==> src/rtl/spi_cs_pkg.sv <==
// Package: shared types for the clock-stop SPI master.
// Assumes nothing beyond IEEE 1800-2017 enum support.
package spi_cs_pkg;

    // Frame phases: idle, two lead halves, then alternating clock phases.
    typedef enum logic [2:0] {
        ST_IDLE   = 3'd0,
        ST_LEAD_A = 3'd1,
        ST_LEAD_B = 3'd2,
        ST_HIGH   = 3'd3,
        ST_LOW    = 3'd4
    } xfer_state_t;

endpackage

==> src/rtl/spi_cs_phase.sv <==
// Module: spi_cs_phase
// Turns a divider value into high- and low-phase lengths in system clocks.
// A zero divider is clamped to one. The value is latched when a frame is
// accepted. During the accepting cycle the live input is used, so the
// sequencer can load its first timer value at once.
// Assumes DIV_W >= 2.
module spi_cs_phase #(
    parameter int DIV_W = 8
) (
    input  logic             clk,
    input  logic             rst_n,
    input  logic             accept_i,
    input  logic [DIV_W-1:0] div_i,
    output logic [DIV_W-1:0] h_len_o,
    output logic [DIV_W-1:0] l_len_o
);

    logic [DIV_W-1:0] div_eff;
    logic [DIV_W-1:0] div_q;
    logic [DIV_W-1:0] div_sel;

    // Clamp zero to one so every phase is at least one clock.
    always_comb begin
        div_eff = (div_i == '0) ? DIV_W'(1) : div_i;
    end

    // Hold the divider of the running frame.
    always_ff @(posedge clk) begin
        if (!rst_n) begin
            div_q <= DIV_W'(1);
        end else if (accept_i) begin
            div_q <= div_eff;
        end
    end

    // High phase is floor(d/2)+1; low phase is floor(d/2) plus the odd bit.
    always_comb begin
        div_sel = accept_i ? div_eff : div_q;
        h_len_o = (div_sel >> 1) + DIV_W'(1);
        l_len_o = (div_sel >> 1) + {{(DIV_W-1){1'b0}}, div_sel[0]};
    end

endmodule

==> src/rtl/spi_cs_seq.sv <==
// Module: spi_cs_seq
// Frame sequencer. It walks lead-A (high-phase length, line floating),
// then lead-B (low-phase length, first bit driven), then n high/low
// pairs. It produces sample, shift and finish strobes at phase ends.
// Assumes phase lengths are >= 1 and held stable while a frame runs.
module spi_cs_seq
    import spi_cs_pkg::*;
#(
    parameter int DIV_W = 8,
    parameter int LEN_W = 4
) (
    input  logic             clk,
    input  logic             rst_n,
    input  logic             start_i,
    input  logic [LEN_W-1:0] len_i,
    input  logic [DIV_W-1:0] h_len_i,
    input  logic [DIV_W-1:0] l_len_i,
    output logic             accept_o,
    output xfer_state_t      state_o,
    output logic             more_o,
    output logic             sample_o,
    output logic             shift_o,
    output logic             finish_o
);

    xfer_state_t      state_q;
    logic [DIV_W-1:0] tmr_q;
    logic [LEN_W-1:0] bits_left_q;
    logic             phase_end;

    // Decode the strobes that the shifter and outputs depend on.
    always_comb begin
        accept_o  = (state_q == ST_IDLE) && start_i;
        phase_end = (state_q != ST_IDLE) && (tmr_q == '0);
        more_o    = (bits_left_q != '0);
        sample_o  = phase_end && ((state_q == ST_LEAD_B) ||
                                  ((state_q == ST_LOW) && more_o));
        shift_o   = phase_end && (state_q == ST_HIGH) && more_o;
        finish_o  = phase_end && (state_q == ST_LOW) && !more_o;
        state_o   = state_q;
    end

    // Advance the phase timer and state, and count the bits still to move.
    always_ff @(posedge clk) begin
        if (!rst_n) begin
            state_q     <= ST_IDLE;
            tmr_q       <= '0;
            bits_left_q <= '0;
        end else begin
            unique case (state_q)
                ST_IDLE: begin
                    if (accept_o) begin
                        state_q     <= ST_LEAD_A;
                        tmr_q       <= h_len_i - DIV_W'(1);
                        bits_left_q <= len_i;
                    end
                end
                ST_LEAD_A: begin
                    if (phase_end) begin
                        state_q <= ST_LEAD_B;
                        tmr_q   <= l_len_i - DIV_W'(1);
                    end else begin
                        tmr_q <= tmr_q - DIV_W'(1);
                    end
                end
                ST_LEAD_B: begin
                    if (phase_end) begin
                        state_q <= ST_HIGH;
                        tmr_q   <= h_len_i - DIV_W'(1);
                    end else begin
                        tmr_q <= tmr_q - DIV_W'(1);
                    end
                end
                ST_HIGH: begin
                    if (phase_end) begin
                        state_q <= ST_LOW;
                        tmr_q   <= l_len_i - DIV_W'(1);
                    end else begin
                        tmr_q <= tmr_q - DIV_W'(1);
                    end
                end
                ST_LOW: begin
                    if (phase_end) begin
                        if (more_o) begin
                            state_q     <= ST_HIGH;
                            tmr_q       <= h_len_i - DIV_W'(1);
                            bits_left_q <= bits_left_q - LEN_W'(1);
                        end else begin
                            state_q <= ST_IDLE;
                        end
                    end else begin
                        tmr_q <= tmr_q - DIV_W'(1);
                    end
                end
                default: begin
                    state_q <= ST_IDLE;
                end
            endcase
        end
    end

    AST_HIGH_TMR_BOUND: assert property (@(posedge clk) disable iff (!rst_n)
        (state_q == ST_HIGH) |-> (tmr_q < h_len_i));

    AST_LOW_TMR_BOUND: assert property (@(posedge clk) disable iff (!rst_n)
        (state_q == ST_LOW) |-> (tmr_q < l_len_i));

endmodule

==> src/rtl/spi_cs_shift.sv <==
// Module: spi_cs_shift
// Transmit and receive shift registers. The transmit word is loaded
// left-aligned so its bit n-1 sits at the top and drives the line. The
// receive register is cleared on load and fills from the bottom. On finish
// the receive word is published with a one-cycle done pulse.
// Assumes MAX_BITS >= 2 and a power of two (len never exceeds MAX_BITS-1).
module spi_cs_shift #(
    parameter int MAX_BITS = 16,
    parameter int LEN_W    = 4
) (
    input  logic                clk,
    input  logic                rst_n,
    input  logic                load_i,
    input  logic [LEN_W-1:0]    len_i,
    input  logic [MAX_BITS-1:0] tx_i,
    input  logic                shift_i,
    input  logic                sample_i,
    input  logic                finish_i,
    input  logic                miso_i,
    output logic                mosi_o,
    output logic [MAX_BITS-1:0] rx_o,
    output logic                done_o
);

    localparam logic [LEN_W-1:0] TOP_IDX = LEN_W'(MAX_BITS - 1);

    logic [MAX_BITS-1:0] tx_sh;
    logic [MAX_BITS-1:0] rx_sh;

    // Load the transmit word, then move it up one place per falling edge.
    always_ff @(posedge clk) begin
        if (!rst_n) begin
            tx_sh <= '0;
        end else if (load_i) begin
            tx_sh <= tx_i << (TOP_IDX - len_i);
        end else if (shift_i) begin
            tx_sh <= {tx_sh[MAX_BITS-2:0], 1'b0};
        end
    end

    // Clear on load, then collect one input bit per rising edge.
    always_ff @(posedge clk) begin
        if (!rst_n) begin
            rx_sh <= '0;
        end else if (load_i) begin
            rx_sh <= '0;
        end else if (sample_i) begin
            rx_sh <= {rx_sh[MAX_BITS-2:0], miso_i};
        end
    end

    // Publish the received word with a single-cycle done pulse.
    always_ff @(posedge clk) begin
        if (!rst_n) begin
            rx_o   <= '0;
            done_o <= 1'b0;
        end else begin
            done_o <= finish_i;
            if (finish_i) begin
                rx_o <= rx_sh;
            end
        end
    end

    // The current top bit is the line value.
    always_comb begin
        mosi_o = tx_sh[MAX_BITS-1];
    end

    AST_NO_SHIFT_AT_SAMPLE: assert property (@(posedge clk) disable iff (!rst_n)
        !(shift_i && sample_i));

    AST_RX_HOLD_NO_DONE: assert property (@(posedge clk) disable iff (!rst_n)
        (!done_o && !load_i) |=> (!done_o || $past(finish_i)));

endmodule

==> src/rtl/spi_cs_master.sv <==
// Module: spi_cs_master (top)
// Clock-stop SPI master: active-low select, serial clock idling low,
// data out on falling edges, data in on rising edges, MSB first.
// Assumes synchronous active-low reset and MAX_BITS a power of two >= 2.
module spi_cs_master
    import spi_cs_pkg::*;
#(
    parameter int DIV_W    = 8,
    parameter int MAX_BITS = 16,
    parameter int LEN_W    = $clog2(MAX_BITS)
) (
    input  logic                clk,
    input  logic                rst_n,
    input  logic [DIV_W-1:0]    div_i,
    input  logic [LEN_W-1:0]    len_i,
    input  logic [MAX_BITS-1:0] tx_data_i,
    input  logic                start_i,
    output logic [MAX_BITS-1:0] rx_data_o,
    output logic                busy_o,
    output logic                done_o,
    output logic                sclk_o,
    output logic                ss_n_o,
    output logic                mosi_o,
    output logic                mosi_oe_o,
    input  logic                miso_i
);

    logic             accept;
    logic [DIV_W-1:0] h_len;
    logic [DIV_W-1:0] l_len;
    xfer_state_t      state;
    logic             more;
    logic             sample;
    logic             shift;
    logic             finish;

    spi_cs_phase #(.DIV_W(DIV_W)) u_phase (
        .clk      (clk),
        .rst_n    (rst_n),
        .accept_i (accept),
        .div_i    (div_i),
        .h_len_o  (h_len),
        .l_len_o  (l_len)
    );

    spi_cs_seq #(.DIV_W(DIV_W), .LEN_W(LEN_W)) u_seq (
        .clk      (clk),
        .rst_n    (rst_n),
        .start_i  (start_i),
        .len_i    (len_i),
        .h_len_i  (h_len),
        .l_len_i  (l_len),
        .accept_o (accept),
        .state_o  (state),
        .more_o   (more),
        .sample_o (sample),
        .shift_o  (shift),
        .finish_o (finish)
    );

    spi_cs_shift #(.MAX_BITS(MAX_BITS), .LEN_W(LEN_W)) u_shift (
        .clk      (clk),
        .rst_n    (rst_n),
        .load_i   (accept),
        .len_i    (len_i),
        .tx_i     (tx_data_i),
        .shift_i  (shift),
        .sample_i (sample),
        .finish_i (finish),
        .miso_i   (miso_i),
        .mosi_o   (mosi_o),
        .rx_o     (rx_data_o),
        .done_o   (done_o)
    );

    // Pin decode from the registered frame state.
    always_comb begin
        ss_n_o    = (state == ST_IDLE);
        busy_o    = (state != ST_IDLE);
        sclk_o    = (state == ST_HIGH);
        mosi_oe_o = (state == ST_LEAD_B) || (state == ST_HIGH) ||
                    ((state == ST_LOW) && more);
    end

    AST_SCLK_IDLE_LOW: assert property (@(posedge clk) disable iff (!rst_n)
        ss_n_o |-> !sclk_o);

    AST_OE_OFF_IDLE: assert property (@(posedge clk) disable iff (!rst_n)
        ss_n_o |-> !mosi_oe_o);

    AST_SS_HELD_AFTER_FALL: assert property (@(posedge clk) disable iff (!rst_n)
        $fell(sclk_o) |-> !ss_n_o);

    AST_DONE_SINGLE: assert property (@(posedge clk) disable iff (!rst_n)
        done_o |=> !done_o);

    AST_DONE_AT_SS_RISE: assert property (@(posedge clk) disable iff (!rst_n)
        $rose(ss_n_o) |-> done_o);

endmodule

==> config.mk <==
export PLATFORM = sky130hd
export DESIGN_NAME = spi_cs_master
export DESIGN_NICKNAME = d
export VERILOG_FILES = /design/src/rtl/spi_cs_pkg.sv /design/src/rtl/spi_cs_phase.sv /design/src/rtl/spi_cs_seq.sv /design/src/rtl/spi_cs_shift.sv /design/src/rtl/spi_cs_master.sv
export SDC_FILE = /design/constraint.sdc
export NUM_CORES = 1
export LEC_CHECK = 0
export BUFFER_PORTS_ARGS = -buffer_cell sky130_fd_sc_hd__buf_2
export CELL_PAD_IN_SITES_DETAIL_PLACEMENT = 0
export CELL_PAD_IN_SITES_GLOBAL_PLACEMENT = 1
export CORE_MARGIN = 2
export CORE_UTILIZATION = 32
export CTS_CLUSTER_DIAMETER = 30
export CTS_CLUSTER_SIZE = 20
export DETAILED_ROUTE_END_ITERATION = 8
export GPL_TIMING_DRIVEN = 0
export PLACE_DENSITY = 0.61
export SYNTH_ARGS = -nofsm -noshare
export SYNTH_HDL_FRONTEND = slang
export SYNTH_SLANG_ARGS = --single-unit
==> constraint.sdc <==
create_clock -name clk -period 3.7 [get_ports clk]
set_clock_uncertainty 0.1 [all_clocks]
set_input_delay 0.74 -clock clk [delete_from_list [all_inputs] [get_ports clk]]
set_output_delay 0.74 -clock clk [all_outputs]
set_load 0.03 [all_outputs]
Yosys cells after proc, flatten, opt, wreduce, memory -nomap -nowiden
Cells that the tools add are included.
{ "word_totals": {"regBits": 72, "inputBits": 32, "output_inout_bits": 22, "word_cells": 74} }
{ "op_classes": {"add_sub_neg": 7, "n_eq_ne": 11, "shift": 1, "mux": 21, "bitwise": 1, "reduce_logical": 25} }
{ "ops": {"columns": ["op", "count"], "rows": [
  ["two-way mux 8 bit", 7],
  ["two-way mux 16 bit", 2],
  ["one-hot mux 8 bit (4 select lines)", 1],
  ["subtractor 8 x 1 -> 8 bit (second input constant)", 3],
  ["zero test 8 bit", 2],
  ["left shift 16 x 4 -> 16 bit", 1],
  ["two-way mux 3 bit", 5],
  ["one-hot mux 3 bit (5 select lines)", 1],
  ["two-way mux 4 bit", 3],
  ["inequality test 2 x 1 -> 1 bit (second input constant)", 5],
  ["adder 7 x 1 -> 8 bit", 1],
  ["adder 7 x 1 -> 8 bit (second input constant)", 1],
  ["logical AND 1 bit", 8],
  ["one-hot mux 4 bit (2 select lines)", 1],
  ["nonzero test 4 bit", 2],
  ["== test 3 x 2 -> 1 bit (second input constant)", 2],
  ["AND reduction 5 bit", 1],
  ["AND reduction 4 bit", 1],
  ["nonzero test 2 bit", 2],
  ["OR reduction 2 bit", 2],
  ["subtractor 4 x 1 -> 4 bit (second input constant)", 1],
  ["subtractor 4 bit (first input constant)", 1],
  ["== test 3 x 1 -> 1 bit (second input constant)", 1],
  ["== test 3 bit (second input constant)", 1],
  ["9 further kinds", 11]
]} }

Depth between registers and ports, before layout
Gate-level depths: netlist of run 1.
{ "depth": {"word_depth": 8, "mapped_depth": 13, "depth_no_buf": 11} }

Modules after synthesis
From an unflattened synthesis of run 1, not the netlist that was laid out.
{ "unflattened": {"cells_unflattened": 516, "hier_area_um2": 4694.5} }
{ "by_module_without_submodules": {"columns": ["module", "n_inst", "cells_per_inst", "area_per_inst_um2", "seq_area_each_um2"], "rows": [
  ["spi_cs_shift", 1, 245, 2556.2, 980.9],
  ["spi_cs_seq", 1, 192, 1445.1, 300.3],
  ["spi_cs_phase", 1, 72, 653.1, 160.2],
  ["spi_cs_master", 1, 7, 40.0, 0.0]
]} }

Worst setup path before layout of run 1
OpenSTA, ideal clock, no wires.
{ "synth_path": {"kind": "input -> register", "start": "input port start_i", "end": "register u_seq.tmr_q[3]", "setup_time_ns": 0.128, "t_arrival_ns": 2.949, "required_time_ns": 3.472, "setup_slack_ns": 0.523, "path_stages": 11, "path_buffers": 2, "path_cell_list": "or4b_1 buf_2 buf_1 or3_1 o21ai_0 ha_1 nand2_1 o311ai_0 nand4_1 a32oi_1 nor2_1"} }
{ "synth_via": {"elab_chain_cells": 7, "word_cells_on_any_way": 14, "cone_classes": "add/sub (4); eq/ne (1); mux (7); reduce/logical (2)"} }
{ "synth_rtl": {"columns": ["element", "line_no", "source"], "rows": [
  ["start: declaration", "spi_cs_master.sv:17", "input logic start_i,"],
  ["logical AND 1 bit *", "spi_cs_seq.sv:33", "accept_o = (state_q == ST_IDLE) && start_i;"],
  ["two-way mux 8 bit", "spi_cs_phase.sv:38", "div_sel = accept_i ? div_eff : div_q;"],
  ["adder 7 x 1 -> 8 bit", "spi_cs_phase.sv:39", "h_len_o = (div_sel >> 1) + DIV_W'(1);"],
  ["subtractor 8 x 1 -> 8 bit", "spi_cs_seq.sv:54, spi_cs_seq.sv:69, spi_cs_seq.sv:86", null],
  ["two-way mux 8 bit", "spi_cs_seq.sv:84", "if (more_o) begin"],
  ["two-way mux 8 bit", "spi_cs_seq.sv:83", "if (phase_end) begin"],
  ["one-hot mux 8 bit (4 select lines)", "spi_cs_seq.sv:50", "unique case (state_q)"],
  ["end signal: assignment", "spi_cs_seq.sv:54", "tmr_q <= h_len_i - DIV_W'(1);"],
  ["end signal: assignment", "spi_cs_seq.sv:69", "tmr_q <= h_len_i - DIV_W'(1);"],
  ["end signal: assignment", "spi_cs_seq.sv:86", "tmr_q <= h_len_i - DIV_W'(1);"],
  ["end: declaration", "spi_cs_seq.sv:27", "logic [DIV_W-1:0] tmr_q;"]
]} }
Mark *: on every way between the ends. The rest lies on a longest branch, timed or not. The select of a mux whose other input is x is not followed.
A chain may end at the register's enable or synchronous reset.

Worst setup path in the final report of run 1
{ "layout_path": {"start": "register u_seq.state_q[1], in the netlist u_seq.state_o[1]", "end": "register u_seq.tmr_q[4]"} }
{ "layout_via": {"elab_chain_cells": 8, "word_cells_on_any_way": 24, "cone_classes": "add/sub (4); eq/ne (6); mux (7); reduce/logical (7)"} }
{ "layout_rtl": {"columns": ["element", "line_no", "source"], "rows": [
  ["start: declaration", "spi_cs_seq.sv:26", "xfer_state_t state_q;"],
  ["start signal: assignment", "spi_cs_seq.sv:46", "state_q <= ST_IDLE;"],
  ["start signal: assignment", "spi_cs_seq.sv:53", "state_q <= ST_LEAD_A;"],
  ["start signal: assignment", "spi_cs_seq.sv:60", "state_q <= ST_LEAD_B;"],
  ["zero test 3 bit", "spi_cs_seq.sv:33, spi_cs_seq.sv:50", null],
  ["logical AND 1 bit", "spi_cs_seq.sv:33", null],
  ["two-way mux 8 bit", "spi_cs_phase.sv:38", null],
  ["adder 7 x 1 -> 8 bit", "spi_cs_phase.sv:39", null],
  ["subtractor 8 x 1 -> 8 bit", "spi_cs_seq.sv:54, spi_cs_seq.sv:69, spi_cs_seq.sv:86", null],
  ["two-way mux 8 bit", "spi_cs_seq.sv:84", null],
  ["two-way mux 8 bit", "spi_cs_seq.sv:83", null],
  ["one-hot mux 8 bit (4 select lines)", "spi_cs_seq.sv:50", null]
]} }
Parallel ways exist; a longest one is shown, timed or not. The select of a mux whose other input is x is not followed.

==> flow_summary_export.csv, run 1 <==
group,metric,value,unit
clock_tree,clk-insertion-delay-late,0.34,ns
yosys,ys_types,61,
routing,drtIter0Drc,287,
global_route,use_met3,4.34,%
power_and_ir_drop,p_per_area,628,nW/um^2
placement,placedCellCount,713,
routing,wl_per_cell,15.9,um
status,status,"complete, no violations",
timing,setup_violations,0,
worst_setup_path,arrival,3.56,ns
clock_tree,cts_tree,"done",
finish,fin_util,39.4,%
worst_setup_path,max_stage_delay,0.53,ns
power_and_ir_drop,netSwitchingFraction,40.5,%
clock_tree,clk_pin_slew_worst_paths,0.06,ns
min_path,min_path_cells,2,
placement,dpl.hpwl,8.69,mm
clock_tree,cts_hold_buf,0,
min_path,whs_endpoint,"u_shift.rx_o[7]",
global_route,grt_busiest_layer,"met2",
placement,port_buffers,50,
global_route,grt_pass1_vias,3755,
clock_tree,cts_buffer_depth,2,
global_route,antenna_found_initial,1,
yosys,synthesis.nets,530,
flow_run,maxCapViolations,0,
timing,setup_ws,0.233,ns
floorplanning,die_x,116,um
finish,instances_no_fill,731,
clock_tree,numCtsBuffers,9,
timing,finalCriticalPeriod,3.47,ns
worst_setup_path,end_kind,"flip-flop",
global_route,gr-total-overflow,0,
yosys,synth_area,4000,sq um
floorplanning,num_rows,40,
finish,antennaDiodeCount,0,
timing,finalCritPeriodShare,93.7,%
yosys,synth_warnings,0,
global_route,grt_use_met2,28.4,%
timing,hold_viol,0,
timing,clock.fmax,288,MHz
timing,rsz0062_at_grt,"no",
yosys,synthFlopType,"dfxtp_1",
placement,pre_cts_slack,-0.277,ns
yosys,synth_cells,495,
finish,area_growth,19.2,%
worst_setup_path,r2r-end,"u_seq.tmr_q[4]",
floorplanning,core,12100,sq um
worst_setup_path,critPathKind,"reg -> reg",
clock_tree,clock-sinks,72,
power_and_ir_drop,combPwrFrac,40.7,%
worst_setup_path,slowest_stage,"or4b_1",
yosys,ys_seq_elements,72,
worst_setup_path,r2r_cells,12,
worst_setup_path,cp_max_fo,10,
finish,multi_input_area,2400,sq um
yosys,seq_area_frac_synth,36.0,%
power_and_ir_drop,p_clk_share,26.8,%
routing,wl,11.6,mm
power_and_ir_drop,vdd.ir_drop.worst,0.256,mV
timing,whs,0.350,ns
power_and_ir_drop,p_sw,1.21,mW
timing,worst_pin_slew,0.806,ns
min_path,holdCritPathClass,"reg -> reg",
global_route,grtUsageMet1,24.9,%
yosys,yosys.area.top_type,"dfxtp_1",
routing,postRouteAntennaNets,0,
yosys,ys_async_sr_fraction,0,%
finish,fill_cells,1274,
power_and_ir_drop,seqPwrFrac,32.4,%
clock_tree,htree_num_levels,3,
global_route,grt_pass1_wl,19.0,mm
routing,vias,3855,
global_route,grt_usage,18.3,%
worst_setup_path,path_cells,"clkbuf_1 -> or4b_1 -> buf_2 -> clkbuf_2 -> or3_1 -> o21ai_0 -> ha_2 -> nand2_1 -> a21o_1 -> o32ai_1 -> a311o_1 -> a21oi_1",
power_and_ir_drop,p_int,1.78,mW
yosys,synth_edf_count,0,
timing,max_slew_margin,46.2,%
floorplanning,start_util,33.0,%
finish,seqCellArea,1440,sq um
routing,viasPerCell,5.27,
floorplanning,ios,54,
min_path,hold_start,"u_shift.rx_o[7]",
floorplanning,die-area,13400,sq um
yosys,synth_area_leaders,"dfxtp_1 36%, mux2i_1 13%, nand2_1 6.8%",
finish,layout.nets,593,
floorplanning,die_h,116,um
worst_setup_path,required,3.80,ns
worst_setup_path,r2r_start,"u_seq.state_o[1]",
yosys,synth.top_cell.area_share,36.0,%
routing,dr.pass1.iters,5,
finish,drive_above_1_share,16.5,%
placement,routabilityCongestion,0.858,
yosys,avgSynthCellArea,8.09,sq um
worst_setup_path,critPathLaunchType,"flip-flop",
power_and_ir_drop,leakage,1.84,nW
worst_setup_path,r2r_slack,0.23,ns
clock_tree,clock-root-buffer,"clkbuf_16",
routing,drc,0,
global_route,grt_max_degree,14,
timing,slew_violations,0,
-- power by group through the flow --
stage | Clock, mW | Sequential [mW] | Combinational (mW)
floorplan | 0 | 0.968 | 0.885
global placement | 0 | 0.983 | 1.19
detailed placement | 0 | 0.984 | 1.20
CTS | 0.827 | 0.968 | 1.20
global route | 0.869 | 0.987 | 1.35
finish | 0.804 | 0.971 | 1.22
-- cells in the final DEF (no fill, tap or decap), types with 3 or more instances in the layout --
| cell type | Yosys | routed |
|---|---|---|
| nand3_1 | 6 | 6 |
| dfxtp_1 | 72 | 72 |
| o22a_1 | 3 | 3 |
| nand4_1 | 3 | 3 |
| a32oi_1 | 3 | 3 |
| a21oi_1 | 51 | 51 |
| buf_2 | 3 | 53 |
| a31oi_1 | 3 | 3 |
| xnor2_1 | 3 | 3 |
| nor3_1 | 11 | 11 |
| or3_1 | 5 | 5 |
| mux2i_1 | 50 | 50 |
| clkbuf_1 | 25 | 26 |
| mux2_2 | 5 | 5 |
| nor2_1 | 59 | 59 |
| inv_1 | 10 | 10 |
| clkbuf_16 | 0 | 9 |
| nor2b_1 | 5 | 5 |
| clkinvlp_4 | 0 | 3 |
| o21ai_0 | 18 | 18 |
| nor3b_1 | 3 | 3 |
| o22ai_1 | 4 | 4 |
| a22oi_1 | 6 | 6 |
| or4_1 | 4 | 4 |
| mux4_2 | 4 | 4 |
| o21a_1 | 3 | 3 |
| nand2_1 | 72 | 72 |
| nand2b_1 | 5 | 5 |
| a211oi_1 | 10 | 10 |
-- metrics by stage --
stage,area [sq um],TNS (ns),total power [mW]
after floorplan,4000,0,1.85
after global placement,4460,-3.75,2.18
after global routing,4770,0,3.21
after CTS,4740,0,3.00
after detailed placement,4470,-0.682,2.18
final,4770,0,3.00
-- layer usage --
metal	wire, um	vias up	share of wire (%)
met5	17	-	0.15
met4	210	2	1.8
met2	5130	101	44
met1	5620	1823	48
met3	622	18	5.4
li1	-	1911	-
-- logic make-up (layout without fill, tap and decap cells) --
family          count (synthesis)  count (layout)  synth area share [%]
compound gates                123             123                  19.3
xor+xnor                        4               4                 0.875
fa+ha+maj                       3               3                 0.938
buf+inv                        45             113                  4.53
flops                          72              72                  36.0
mux                            59              59                  16.2
simple gates                  189             189                  22.2
-- repair_timing --
item,CTS,global route
hold endpoints to repair,0,0
setup buffers,0,2
setup endpoints to repair,0,5
gates resized for setup,0,4
-- worst max-delay path by stage --
| stage | from | endpoint | cells after the start |
|---|---|---|---|
| final | u_seq.state_o[1] | u_seq.tmr_q[4] | 12 |
| after global routing | u_seq.state_o[1] | u_seq.tmr_q[3] | 12 |
| after CTS | u_seq.state_o[1] | u_seq.tmr_q[3] | 12 |
| after detailed placement | start_i | u_seq.tmr_q[3] | 12 |
| after global placement | start_i | u_seq.tmr_q[4] | 10 |
| after floorplan | start_i | u_seq.tmr_q[3] | 11 |
-- final cells by class --
type	instances	area share, %
inverter	12	0.944
tap	168	4.41
clock buffer	10	4.80
multi-input combinational	378	50.2
sequential	72	30.2
timing repair buffer	52	5.56
buffer	33	2.88
clock inverter	6	0.944
-- sequential cells by signal, summed over array words and instances, names as in the netlist --
name and flops:
u_phase.div_q 8, u_seq.bits_left_q 4, u_seq.state_o 3, u_seq.tmr_q 8, u_shift.done_o 1, u_shift.rx_o 16, u_shift.rx_sh 16, u_shift.tx_sh 16
-- worst max-delay path: cells and delay by family (launching register included) --
family	cells	cell delay, ns
compound gates	5	0.92
fa+ha+maj	1	0.32
buf+inv	3	0.64
flops	1	0.29
simple gates	3	1.03
-- cell usage after synthesis, types with 5 or more instances --
| library cell | count |
|---|---|
| a211oi_1 | 10 |
| a21oi_1 | 51 |
| a22oi_1 | 6 |
| clkbuf_1 | 25 |
| dfxtp_1 | 72 |
| inv_1 | 10 |
| mux2_2 | 5 |
| mux2i_1 | 50 |
| nand2_1 | 72 |
| nand2b_1 | 5 |
| nand3_1 | 6 |
| nor2_1 | 59 |
| nor2b_1 | 5 |
| nor3_1 | 11 |
| o21ai_0 | 18 |
| or3_1 | 5 |
Power figures use the tool's default switching activity.
==> run 2, diff against run 1 <==
CTS_BUF_LIST = sky130_fd_sc_hd__clkbuf_16   (was unset)
==> run 2 against run 1 <==
Against the previous run: clock power about the same; combinational power about the same; worst hold slack hardly changed; via count down 0.13%; highest routed layer unchanged.
==> flow_summary_export.csv, run 2 (same netlist as run 1, synthesis figures left out) <==
group,metric,value,unit
status,status,"complete, no violations",
routing,wl_met1,5.61,mm
finish,area_growth,19.2,%
finish,antennaDiodeCount,0,
timing,setup_violations,0,
clock_tree,clock-root-buffer,"clkbuf_16",
timing,finalCritPeriodShare,93.8,%
placement,pre_cts_slack,-0.277,ns
floorplanning,core,12100,sq um
timing,worst_pin_slew,0.784,ns
finish,instances_no_fill,731,
global_route,grt_pass1_vias,3755,
routing,wl,11.6,mm
timing,clock.fmax,288,MHz
routing,vias,3850,
clock_tree,cts_buffer_depth,2,
routing,highest_layer,"met5",
floorplanning,ios,54,
global_route,grt_pass1_wl,19.0,mm
global_route,grt_usage,18.3,%
timing,whs,0.349,ns
clock_tree,clk-insertion-delay-late,0.34,ns
clock_tree,htree_num_levels,3,
worst_setup_path,critPathKind,"reg -> reg",
placement,dpl.hpwl,8.69,mm
placement,placed_cell_area,4470,sq um
finish,fin_util,39.4,%
worst_setup_path,path_buf_inv,3,
power_and_ir_drop,leakage,1.84,nW
finish,mostFrequentLayoutCells,"72 x nand2_1, 72 x dfxtp_1, 59 x nor2_1",
timing,slew_violations,0,
worst_setup_path,end_kind,"flip-flop",
worst_setup_path,cp_top_family,"simple AND/OR/NAND/NOR gates",
power_and_ir_drop,p_per_area,627,nW/um^2
timing,tns,0,ns
global_route,grt_max_degree,14,
routing,postRouteAntennaNets,0,
routing,dr.pass1.iters,5,
worst_setup_path,critPathLaunchType,"flip-flop",
timing,setup_ws,0.231,ns
routing,viasPerCell,5.27,
placement,port_buffers,50,
clock_tree,numCtsBuffers,9,
timing,hold_viol,0,
routing,wl_met3,619,um
finish,drive_above_1_share,16.5,%
routing,drc,0,
placement,routabilityCongestion,0.858,
floorplanning,die_h,116,um
floorplanning,num_rows,40,
global_route,antenna_found_initial,1,
placement,placedCellCount,713,
timing,max_slew_margin,47.6,%
worst_setup_path,path_cells,"clkbuf_1 -> or4b_1 -> buf_2 -> clkbuf_2 -> or3_1 -> o21ai_0 -> ha_2 -> nand2_1 -> a21o_1 -> o32ai_1 -> a311o_1 -> a21oi_1",
clock_tree,clock-sinks,72,
power_and_ir_drop,vdd.ir_drop.worst,0.247,mV
worst_setup_path,max_stage_delay,0.53,ns
min_path,holdCritPathClass,"reg -> reg",
routing,wl_per_cell,15.9,um
worst_setup_path,required,3.80,ns
finish,design_area,4770,sq um
routing,drtIter0Drc,287,
floorplanning,start_util,33.0,%
worst_setup_path,arrival,3.57,ns
floorplanning,die-area,13400,sq um
flow_run,maxCapViolations,0,
floorplanning,die_x,116,um
global_route,gr-total-overflow,0,
finish,layout.nets,593,
finish,reg_top3,"u_shift.rx_o (16), u_shift.rx_sh (16), u_shift.tx_sh (16)",
timing,rsz0062_at_grt,"no",
worst_setup_path,cp_max_fo,10,
power_and_ir_drop,p_total,2.99,mW
clock_tree,cts_tree,"done",
worst_setup_path,slowest_stage,"or4b_1",
timing,finalCriticalPeriod,3.47,ns
routing,wl_met2,5.14,mm
clock_tree,clk_pin_slew_worst_paths,0.06,ns
[run 2: changes by cell type in the layout (fill, tap and decap cells not counted), sizes merged]
cell,change
clkbuf,-1
inv,+1
[run 2: worst paths after layout]
check,from,to,slack (ns),cells after the start
worst min-delay path,u_shift.rx_o[7],u_shift.rx_o[7],0.35,2
worst max-delay path,u_seq.state_o[1],u_seq.tmr_q[4],0.23,12
worst max register to register,u_seq.state_o[1],u_seq.tmr_q[4],0.23,12
worst min register to register,u_shift.rx_o[7],u_shift.rx_o[7],0.35,2
[run 2: tightest hold or removal path, stage by stage, from the launching register on]
cell and delay, ns:
dfxtp_1 0.30, nand2_1 0.05, a21oi_1 0.05
[run 2: timing repair]
action	4_1_cts	5_1_grt
endpoints found under the setup margin	0	5
buffers inserted	0	2
resized for setup	0	4
hold buffers	0	0
[run 2: final cells by class]
type	instances	area [sq um]
clock buffers	9	225
well taps	168	210
plain buffers	33	138
multi-input cells	378	2400
repair buffers	52	265
clock inverters	7	48.8
flip-flops and latches	72	1440
inverters	12	45.0
fillers	1274	7340
[run 2: metal layers]
| layer | vias to the layer above | GRT usage (%) |
|---|---|---|
| met1 | 1821 | 24.9 |
| met2 | 99 | 28.4 |
| met3 | 18 | 4.34 |
| li1 | 1910 | - |
| met5 | - | 0 |
| met4 | 2 | 6.90 |
[run 2: power by group]
| group | total (mW) | leakage [nW] | internal (mW) | switching, mW |
|---|---|---|---|---|
| Combinational | 1.22 | 1.13 | 0.439 | 0.781 |
| Sequential | 0.971 | 0.587 | 0.888 | 0.0831 |
| Clock | 0.801 | 0.129 | 0.453 | 0.347 |
==> run 3, diff against run 2 <==
ABC_AREA = 1   (was unset)
CORE_MARGIN = 1   (was 2)
PLACE_DENSITY = 0.64   (was 0.61)
==> run 3 against run 2 <==
Against the previous run: the flow now finishes with violations (DRC); area after synthesis decreased by 2.8%; clock-buffer cell count unchanged; worst setup slack improved by 0.72 ns; synthesized cell count increased by 17%; fmax increased by 26%; sequential share of layout area increased by 1.2 points; clock power increased by 0.9%; power increased by 8.6%; cell area decreased by 3.7%.
==> flow_summary_export.csv, run 3 <==
group,metric,value,unit
status,status,"complete, but fails checks",
status,violations,"DRC",
clock_tree,numCtsBuffers,9,
global_route,antenna_found_initial,0,
worst_setup_path,cp_max_fo,4,
routing,postRouteAntennaNets,0,
floorplanning,core,11600,sq um
yosys,synthTopCellsByCount,"104 x nand2_1, 83 x o21ai_0, 73 x nor2_1, 72 x dfxtp_1, 54 x a21oi_1",
timing,finalCriticalPeriod,2.74,ns
global_route,grt_pass1_wl,18.7,mm
timing,slew_violations,0,
timing,worst_pin_slew,0.600,ns
yosys,synth_compound_area_share,23.6,%
finish,antennaDiodeCount,0,
power_and_ir_drop,p_sw,1.42,mW
floorplanning,num_rows,39,
worst_setup_path,critPathKind,"reg -> out",
floorplanning,ios,54,
clock_tree,cts_buffer_depth,2,
worst_setup_path,required,2.86,ns
routing,dr.pass1.iters,7,
clock_tree,clock-sinks,72,
power_and_ir_drop,netSwitchingFraction,43.8,%
routing,drtIter0Drc,232,
power_and_ir_drop,leakage,2.00,nW
worst_setup_path,path_common_cell,"inv_1",
clock_tree,htree_num_levels,3,
global_route,grt_pass1_vias,3712,
timing,rsz0062_at_grt,"no",
yosys,synth_fa_ha_area_share,0.965,%
worst_setup_path,arrival,1.90,ns
timing,clock.fmax,364,MHz
yosys,yosys.area.top_type,"dfxtp_1",
yosys,synth.most_common_cell,"nand2_1",
yosys,synth_area,3890,sq um
timing,finalCritPeriodShare,74.2,%
clock_tree,cts_hold_buf,0,
clock_tree,cts_tree,"done",
power_and_ir_drop,combPwrFrac,43.8,%
yosys,yosys.area_share.simple,26.7,%
routing,viasPerCell,5.09,
timing,whs,0.365,ns
global_route,grt_usage,19.1,%
yosys,synth_area_leaders,"dfxtp_1 37%, o21ai_0 11%, nand2_1 10%",
finish,drive_above_1_share,16.6,%
timing,max_slew_margin,59.5,%
global_route,gr-total-overflow,0,
clock_tree,post_cts_buffers,0,
routing,wl_per_cell,14.4,um
worst_setup_path,end_kind,"output port",
clock_tree,clock-root-buffer,"clkbuf_16",
yosys,synthXorXnorAreaFrac,1.58,%
finish,layout.nets,674,
power_and_ir_drop,vdd.ir_drop.worst,0.240,mV
placement,dpl.hpwl,8.56,mm
worst_setup_path,path_buf_inv,3,
yosys,synth_warnings,0,
yosys,synth_edf_count,0,
finish,final_common_cell,"nand2_1",
clock_tree,cts_resized,0,
floorplanning,die-area,12600,sq um
yosys,avgSynthCellArea,6.73,sq um
floorplanning,start_util,33.5,%
clock_tree,clk-insertion-delay-late,0.34,ns
finish,area_growth,18.0,%
yosys,ys_async_sr_fraction,0,%
min_path,holdCritPathClass,"reg -> reg",
yosys,synth_top_family_by_area,"simple AND/OR/NAND/NOR gates",
flow_run,maxCapViolations,0,
yosys,synthesis.nets,613,
placement,port_buffers,50,
yosys,ys_types,40,
global_route,grt_max_degree,14,
power_and_ir_drop,p_per_area,708,nW/um^2
yosys,synth.top_cell.area_share,37.0,%
finish,reg_top3,"u_shift.rx_o (16), u_shift.rx_sh (16), u_shift.tx_sh (16)",
timing,tns,0,ns
worst_setup_path,path_cells,"inv_1 -> ha_1 -> inv_1 -> nor2_1 -> nand2_1 -> a21oi_2 -> o21ai_0 -> buf_2",
placement,routabilityCongestion,0.814,
worst_setup_path,critPathLaunchType,"flip-flop",
worst_setup_path,cp_top_family,"compound AO/OA/AOI/OAI gates",
routing,drc,2,
yosys,synthFlopType,"dfxtp_1",
power_and_ir_drop,p_int,1.83,mW
clock_tree,clk_pin_slew_worst_paths,0.06,ns
finish,mostFrequentLayoutCells,"104 x nand2_1, 83 x o21ai_0, 73 x nor2_1",
power_and_ir_drop,p_clk_share,24.9,%
yosys,seq_area_frac_synth,37.0,%
worst_setup_path,slowest_stage,"dfxtp_1",
routing,wl,11.4,mm
routing,vias,4000,
floorplanning,die_h,112,um
floorplanning,die_x,112,um
timing,setup_violations,0,
power_and_ir_drop,seqPwrFrac,31.3,%
yosys,synthMuxAreaShare,0.772,%
worst_setup_path,max_stage_delay,0.31,ns
yosys,synth_cells,578,
timing,hold_viol,0,
yosys,ys_seq_elements,72,
==> run 3: final timing paths <==
check	startpoint	endpoint	slack (ns)	cells after the start
worst max-delay path	u_seq.bits_left_q[0]	mosi_oe_o	0.96	8
worst min-delay path	u_shift.tx_sh[15]	u_shift.tx_sh[15]	0.37	2
worst max register to register	u_seq.state_o[0]	u_seq.tmr_q[3]	1.13	15
worst min register to register	u_shift.tx_sh[15]	u_shift.tx_sh[15]	0.37	2
==> run 3: per-stage QoR <==
stage	cells	worst slack, ns	cell area [sq um]	util [%]	total power [mW]
final	786	0.955	4590	39.5	3.25
after global routing	786	0.823	4590	39.5	3.52
after CTS	786	0.960	4590	39.5	3.28
after detailed placement	771	0.720	4320	37.2	2.45
after global placement	771	0.765	4320	37.2	2.44
after floorplan	578	1.37	3890	-	2.09
==> run 3: layout make-up <==
type                       count  area [sq um]
inverter                      62           233
buffer                        27           133
tap                          143           179
multi-input combinational    417          2080
timing repair buffer          50           250
clock buffer                   9           225
clock inverter                 6          47.5
fill                        1299          7020
sequential                    72          1440
==> run 3: power groups by stage <==
stage                     logic, mW  registers, mW  clock network (mW)
after floorplan                1.07           1.02                   0
after global placement         1.42           1.03                   0
after detailed placement       1.42           1.03                   0
after CTS                      1.43           1.02               0.831
after global routing           1.62           1.03               0.865
final                          1.43           1.02               0.808
==> run 3: kinds of logic (layout without fill, tap and decap cells) <==
group | count (synthesis) | count (layout)
DFF | 72 | 72
AOI/OAI and AO/OA | 169 | 169
adders and majority gates | 3 | 3
and+or+nand+nor | 235 | 235
muxes | 3 | 3
xor gates and xnor gates | 7 | 7
buffers and inverters | 89 | 154
==> run 3: tightest hold or removal path, cell delays in order, from the launching register on <==
cell	delay, ns
dfxtp_1	0.31
nand2_1	0.06
a21oi_1	0.05
==> run 3: metal layers <==
metal	global-route usage [%]	part of all wire, %
met1	26.7	50
met2	29.3	45
met3	3.94	4.2
met4	6.49	1.2
met5	0	0
